===== config.mk =====
export PLATFORM = sky130hd
export DESIGN_NAME = dec_shift_spill
export DESIGN_NICKNAME = d
export VERILOG_FILES = /design/src/rtl/dec_shift_pkg.sv /design/src/rtl/dec_shift_amt.sv /design/src/rtl/dec_shift_core.sv /design/src/rtl/dec_shift_spill.sv
export SDC_FILE = /design/constraint.sdc
export NUM_CORES = 1
export LEC_CHECK = 0
export ABC_AREA = 0
export CAP_MARGIN = 40
export CELL_PAD_IN_SITES_DETAIL_PLACEMENT = 0
export CELL_PAD_IN_SITES_GLOBAL_PLACEMENT = 1
export CORE_MARGIN = 3
export CORE_UTILIZATION = 40
export DETAILED_ROUTE_END_ITERATION = 8
export DONT_BUFFER_PORTS = 1
export PLACE_DENSITY = 0.71
export SLEW_MARGIN = 20
export SYNTH_ARGS = -nofsm -noshare
export SYNTH_HDL_FRONTEND = slang
export SYNTH_HIERARCHICAL = 1
export SYNTH_SLANG_ARGS = --single-unit

===== constraint.sdc =====
create_clock -name clk -period 3.25 [get_ports clk]
set_clock_uncertainty 0.05 [all_clocks]
set_input_delay 0.65 -clock clk [delete_from_list [all_inputs] [get_ports clk]]
set_output_delay 0.65 -clock clk [all_outputs]
set_load 0.05 [all_outputs]

===== src/rtl/dec_shift_pkg.sv =====
package dec_shift_pkg;
    typedef enum logic [1:0] {
        SH_NONE  = 2'd0,
        SH_LEFT  = 2'd1,
        SH_RIGHT = 2'd2,
        SH_BAD   = 2'd3
    } shift_dir_e;
endpackage


===== src/rtl/dec_shift_amt.sv =====
module dec_shift_amt
    import dec_shift_pkg::*;
#(
    parameter int DIGIT_W   = 4,
    parameter int MAX_SHIFT = 4,
    parameter int CNT_W     = 3
) (
    input  logic [DIGIT_W-1:0] code,
    output shift_dir_e         dir,
    output logic [CNT_W-1:0]   cnt
);
    localparam int RADIX = 10;

    always_comb begin
        dir = SH_BAD;
        cnt = '0;
        if (int'(code) == 0) begin
            dir = SH_NONE;
        end else if (int'(code) <= MAX_SHIFT) begin
            dir = SH_LEFT;
            cnt = CNT_W'(int'(code));
        end else if (int'(code) >= RADIX - MAX_SHIFT && int'(code) < RADIX) begin
            dir = SH_RIGHT;
            cnt = CNT_W'(RADIX - int'(code));
        end
    end
endmodule


===== src/rtl/dec_shift_core.sv =====
module dec_shift_core
    import dec_shift_pkg::*;
#(
    parameter int DIGITS  = 4,
    parameter int DIGIT_W = 4,
    parameter int CNT_W   = 3
) (
    input  logic [DIGITS-1:0][DIGIT_W-1:0] word,
    input  shift_dir_e                     dir,
    input  logic [CNT_W-1:0]               cnt,
    output logic [DIGITS-1:0][DIGIT_W-1:0] kept,
    output logic [DIGITS-1:0][DIGIT_W-1:0] spill
);
    localparam int IDX_W = (DIGITS > 1) ? $clog2(DIGITS) : 1;

    for (genvar g = 0; g < DIGITS; g++) begin : g_digit
        always_comb begin
            int n;
            n = int'(cnt);
            kept[g]  = '0;
            spill[g] = '0;
            unique case (dir)
                SH_LEFT: begin
                    if (g >= n)
                        kept[g] = word[IDX_W'(g - n)];
                    if (g < n)
                        spill[g] = word[IDX_W'(DIGITS - n + g)];
                end
                SH_RIGHT: begin
                    if (g + n < DIGITS)
                        kept[g] = word[IDX_W'(g + n)];
                    if (g < n)
                        spill[g] = word[g];
                end
                default: kept[g] = word[g];
            endcase
        end
    end
endmodule


===== src/rtl/dec_shift_spill.sv =====
module dec_shift_spill
    import dec_shift_pkg::*;
#(
    parameter int DIGITS  = 4,
    parameter int DIGIT_W = 4
) (
    input  logic                        clk,
    input  logic                        rst_n,
    input  logic                        req_valid,
    input  logic [DIGITS*DIGIT_W-1:0]   src,
    input  logic [DIGIT_W-1:0]          amt,
    output logic                        res_valid,
    output logic [DIGITS*DIGIT_W-1:0]   shifted,
    output logic [DIGITS*DIGIT_W-1:0]   spill,
    output logic                        amt_err
);
    localparam int WORD_W = DIGITS * DIGIT_W;
    localparam int CNT_W  = $clog2(DIGITS + 1);
    localparam int RADIX  = 10;

    typedef struct packed {
        logic              vld;
        logic              bad;
        logic [WORD_W-1:0] kept;
        logic [WORD_W-1:0] out;
    } state_t;

    state_t st_d, st_q;

    shift_dir_e                     dir_w;
    logic [CNT_W-1:0]               cnt_w;
    logic [DIGITS-1:0][DIGIT_W-1:0] kept_w, spill_w;

    dec_shift_amt #(.DIGIT_W(DIGIT_W), .MAX_SHIFT(DIGITS), .CNT_W(CNT_W)) u_amt (
        .code (amt),
        .dir  (dir_w),
        .cnt  (cnt_w)
    );

    dec_shift_core #(.DIGITS(DIGITS), .DIGIT_W(DIGIT_W), .CNT_W(CNT_W)) u_core (
        .word  (src),
        .dir   (dir_w),
        .cnt   (cnt_w),
        .kept  (kept_w),
        .spill (spill_w)
    );

    always_comb begin
        st_d     = st_q;
        st_d.vld = req_valid;
        if (req_valid) begin
            st_d.bad  = (dir_w == SH_BAD);
            st_d.kept = kept_w;
            st_d.out  = spill_w;
        end
    end

    always_ff @(posedge clk) begin
        if (!rst_n) st_q <= '0;
        else        st_q <= st_d;
    end

    assign res_valid = st_q.vld;
    assign amt_err   = st_q.bad;
    assign shifted   = st_q.kept;
    assign spill     = st_q.out;


    latency_chk: assert property (@(posedge clk) disable iff (!rst_n)
        req_valid |=> res_valid);


    hold_chk: assert property (@(posedge clk) disable iff (!rst_n)
        !req_valid |=> ($stable(shifted) && $stable(spill) && $stable(amt_err)));


    pass_zero_chk: assert property (@(posedge clk) disable iff (!rst_n)
        (req_valid && amt == '0) |=>
            (shifted == $past(src) && spill == '0 && !amt_err));


    illegal_chk: assert property (@(posedge clk) disable iff (!rst_n)
        (req_valid && (int'(amt) == RADIX / 2 + 0 || int'(amt) >= RADIX) && DIGITS == 4) |=>
            (amt_err && shifted == $past(src) && spill == '0));


    full_left_chk: assert property (@(posedge clk) disable iff (!rst_n)
        (req_valid && int'(amt) == DIGITS) |=> (shifted == '0 && spill == $past(src)));


    full_right_chk: assert property (@(posedge clk) disable iff (!rst_n)
        (req_valid && int'(amt) == RADIX - DIGITS) |=> (shifted == '0 && spill == $past(src)));
endmodule


Word-level counts from Yosys, hierarchy flattened
Cells that the tools add are included.
- register bits after elaboration: 34
- bits of input ports: 23
- output and inout bits: 34
- word-level logic and storage cells: 114
- add/subtract/negate cells: 12
- magnitude comparators: 27
- equality and inequality tests: 3
- muxes and demuxes: 66
- reduce and logical (&&, ||, !) cells: 2
- operator list (operator ; number):
    $mux W4 ; 40
    $bmux W4 S2 ; 12
    $lt A32 B4 Y1 const B ; 3
    $pmux W4 S2 ; 8
    $lt A2 B4 Y1 const B ; 12
    $mux W3 ; 3
    $add A2 B3 Y4 const A ; 2
    $ge A1 B3 Y1 const A ; 2
    $ge A2 B3 Y1 const A ; 2
    $lt A1 B3 Y1 const A ; 2
    $lt A2 B3 Y1 const A ; 2
    $sub A1 B2 Y2 const A ; 3
    $add A1 B3 Y4 const A ; 1
    $add A2 B2 Y2 const B ; 2
    $eq A2 B2 Y1 const B ; 2
    $ge A4 B3 Y1 const B ; 1
    $le A4 B3 Y1 const B ; 1
    $logic_not A4 Y1 ; 1
    $lt A4 B4 Y1 const B ; 1
    $mux W2 ; 2
    $sub A2 B2 Y2 const A ; 2
    $lt A3 B3 Y1 const B ; 1
    $sub A2 B3 Y3 const A ; 1
    $add A2 B1 Y2 const B ; 1
    other kinds (3) ; 3

Depth between registers and ports, before layout
- depth in word-level cells: 12
- depth in mapped cells: 17
- depth with buffers taken out: 13

Cells and area by module
The synthesis kept the hierarchy.
- by module, submodules not included (module ; instances ; cells each ; area each (µm²) ; seq. area each (µm²)):
    dec_shift_core ; 1 ; 194 ; 1416.4 ; 0.0
    dec_shift_spill ; 1 ; 109 ; 1307.5 ; 680.7
    dec_shift_amt ; 1 ; 23 ; 143.9 ; 0.0

Worst setup path before layout
No wires, ideal clock.
- path type: input-to-reg
- start point: input amt[1]
- end point: register st_q (netlist bit shifted[2])
- setup time: 117 ps
- data arrival time: 3168 ps
- data required time: 3083 ps
- path slack: -85 ps
- stages: 16
- cells stage by stage: inv_1 > ha_1 > nor2b_1 > a211oi_2 > buf_4 > inv_1 > buf_4 > ha_1 > buf_6 > buf_12 > mux2i_1 > nand2_1 > and3b_1 > o31a_1 > mux2i_1 > nor2b_1
- RTL lines (element ; RTL line ; RTL):
    from (decl) ; dec_shift_spill.sv:11 ; input logic [DIGIT_W-1:0] amt,
    to (signal assigned) ; dec_shift_spill.sv:60 ; else st_q <= st_d;
    to (decl) ; dec_shift_spill.sv:28 ; state_t st_d, st_q;

==> impl_metrics.json <==
{
  "status": "finished, final reports clean",
  "fin_crit_sh": 0.926,
  "holdPathEnd": "res_valid",
  "wirelength_um": 7660,
  "hold_buffers": 0,
  "synth_top_area_cell": "dfxtp_1",
  "avgViaCountPerCell": 5.52,
  "crit_path_end_kind": "flip-flop",
  "met3_usage": 0.0508,
  "r2r_end": "spill[7]",
  "dieArea_sq_um": 8220,
  "drc": 0,
  "areaGrowthSynthToFinish_pct": 7.24,
  "globalRouteOverflowTotal": 0,
  "portBuffers": 0,
  "yosys_warnings": 6,
  "regArea_sq_um": 681,
  "combPwrFrac": 0.307,
  "fillers": 729,
  "clock_path_buffers": 2,
  "grt_util_met1": 0.237,
  "clock-sinks": 34,
  "cts_buffers": 5,
  "vias": 2348,
  "crit_chain": "inv_1, ha_2, nor2b_1, a211oi_4, buf_4, buf_4, nor4b_1, o21ai_1, nor3b_1, o22a_1, mux2i_1, nor2b_1",
  "multi_input_area_sq_um": 2000,
  "post-cts-setup-buffer-count": 0,
  "drt-wirelength-per-cell_um": 18.0,
  "insertedDiodeCount": 0,
  "drt_iter0_drc": 128,
  "yosys_most_used_dff": "dfxtp_1",
  "max_slew_margin": 0.567,
  "drive_gt1_frac": 0.143,
  "grt_max_degree": 36,
  "initial_core_util": 0.417,
  "syn-cell-area_sq_um": 2870,
  "rows": 30,
  "finalHoldViolCount": 0,
  "worst_ep_arrival_time_ns": 3.19,
  "synth-edff-count": 0,
  "busiest_layer": "met2",
  "antenna_found_initial": 0,
  "yosysSeqAreaShare": 0.237,
  "root_buffer": "clkbuf_8",
  "use_met2": 0.313,
  "fin_crit_ns": 3.01,
  "cts_resized": 0,
  "p_per_area_nw_per_um2": 432,
  "dp_hpwl_um": 5660,
  "required_ns": 3.43,
  "syn_nets": 357,
  "grt_pass1_vias": 2412,
  "hp-start": "req_valid",
  "ir_drop_mv": 0.253,
  "grt.total_usage": 0.190,
  "r2r_cells": 2,
  "core_area_sq_um": 6870,
  "cap_violations": 0,
  "drt-pass1-iter-count": 4,
  "cellInternalPower_uw": 857,
  "cts_tree": "yes",
  "crit_path_start": "amt[1]",
  "crit_path_start_kind": "primary input",
  "hp-class": "primary input to flip-flop",
  "rsz0062_at_grt": "no",
  "crit_fanout": 23,
  "ys_seq_elements": 34,
  "finalSetupViolCount": 0,
  "fin_area_sq_um": 3080,
  "synthTopCellsByArea": "dfxtp_1 (24%), mux2i_1 (22%), nor2b_1 (9.2%), nand2_1 (3.8%), ha_1 (3.5%)",
  "ant_nets": 0,
  "ys_types": 48,
  "h-tree-depth": 2,
  "insertion_delay_ns": 0.29,
  "reg2reg_slack_ns": 2.21,
  "clk_pin_slew_ns": 0.08,
  "fmax_mhz": 332,
  "swShare": 0.356,
  "worst_pin_slew_ns": 0.643,
  "p_sw_uw": 473,
  "crit_slowest_cell": "nor2b_1",
  "grt_first_pass_wirelength_um": 12500,
  "die_w_um": 90.7,
  "ios": 57,
  "synth_top_area_share": 0.237,
  "r2r_start": "spill[7]",
  "crit_type": "primary input to flip-flop",
  "min_path_cells": 1,
  "leakagePower_uw": 0.00120,
  "cpPeakStageDelay_ns": 0.34,
  "p_clk_frac": 0.282,
  "place_congestion": 0.911,
  "postSynthCellCount": 326,
  "async_flop_share": 0,
  "finalNetCount": 359,
  "fin_setup_tns_ns": 0,
  "synth_area_per_cell_sq_um": 8.80,
  "dpl_cell_area_sq_um": 2970,
  "maxSlewViolCount": 0,
  "fp.dieH_um": 90.7,
  "power_frac_seq": 0.411
}
==> cells by family (layout without fill, tap and decap cells) <==
logic type	Yosys count	in the layout	synth area share
muxes	71	71	0.256
and+or+nand+nor	117	117	0.224
AOI/OAI and AO/OA	63	63	0.171
buffers and inverters	33	36	0.0772
DFF	34	34	0.237
adders and majority gates	8	8	0.0349
==> layout make-up <==
class | instances | share of cell area
clock buffers | 8 | 0.0358
inverters | 11 | 0.0134
multi-input cells | 259 | 0.649
flip-flops and latches | 34 | 0.221
well taps | 96 | 0.0391
repair buffers | 17 | 0.0415
==> critical path: cells and delay by family <==
kind,cells,cell delay (ns)
AOI/OAI and AO/OA,3,0.57
adders and majority gates,1,0.22
buffers and inverters,3,0.54
muxes,1,0.07
and+or+nand+nor,4,1.11
==> power by group through the flow <==
| stage | combinational [uW] | clock (uW) | sequential (uW) |
|---|---|---|---|
| global placement | 404 | 0 | 558 |
| CTS | 407 | 380 | 548 |
| detailed placement | 406 | 0 | 558 |
| global route | 450 | 400 | 550 |
| finish | 409 | 375 | 547 |
| floorplan | 345 | 0 | 552 |
==> worst max-delay path by stage <==
stage | endpoint | depth (start not counted)
after floorplan | shifted[2] | 17
after global placement | shifted[15] | 12
after detailed placement | shifted[15] | 12
after CTS | shifted[15] | 12
after global routing | shifted[15] | 12
final | shifted[15] | 12
==> synth_stat cells, types with 4 or more instances <==
cell type and instances:
o21ai_0 9, buf_12 4, dfxtp_1 34, nor2_1 14, nand3b_1 6, buf_2 5, clkbuf_1 8, inv_1 10
mux2i_1 62, o221ai_1 7, nand2_1 29, a32oi_1 4, nand4_1 4, a21oi_1 7, ha_1 8, mux2_2 6
nor3b_1 4, o31a_1 4, o22a_1 4, nor2b_1 42, o21a_1 7, nand2b_1 5, o22ai_1 4
==> state kept, by name (all words and copies together) (netlist names) <==
signal and flops:
amt_err 1, res_valid 1, shifted 16, spill 16
==> routing by layer <==
layer / up-vias / wire, um
li1: 1170 / -
met1: 1089 / 3380
met2: 79 / 3660
met3: 10 / 514
met4: 0 / 108
met5: - / 0
==> layout by cell type, fill, tap and decap left out, types with 6 or more instances in the layout <==
| master | count |
|---|---|
| o21ai_0 | 9 |
| a21oi_1 | 7 |
| o221ai_1 | 7 |
| o21a_1 | 7 |
| mux2_2 | 6 |
| buf_4 | 17 |
| nand3b_1 | 6 |
| clkbuf_8 | 8 |
| mux2i_1 | 62 |
| nor2b_1 | 42 |
| nor2_1 | 14 |
| inv_1 | 8 |
| nand2_1 | 29 |
| ha_1 | 6 |
| dfxtp_1 | 34 |
==> per-stage QoR <==
stage	setup slack [ns]	total power, uW	instances	hold slack [ns]	util
global route	0.0253	1400	425	0.416	0.448
finish	0.239	1330	425	0.427	0.448
CTS	0.264	1340	425	0.426	0.448
floorplan	0.0252	897	326	0.648	-
detailed placement	-0.0300	964	417	0.677	0.432
global placement	-0.0391	961	417	0.667	0.432
(Power assumes the default switching activity.)
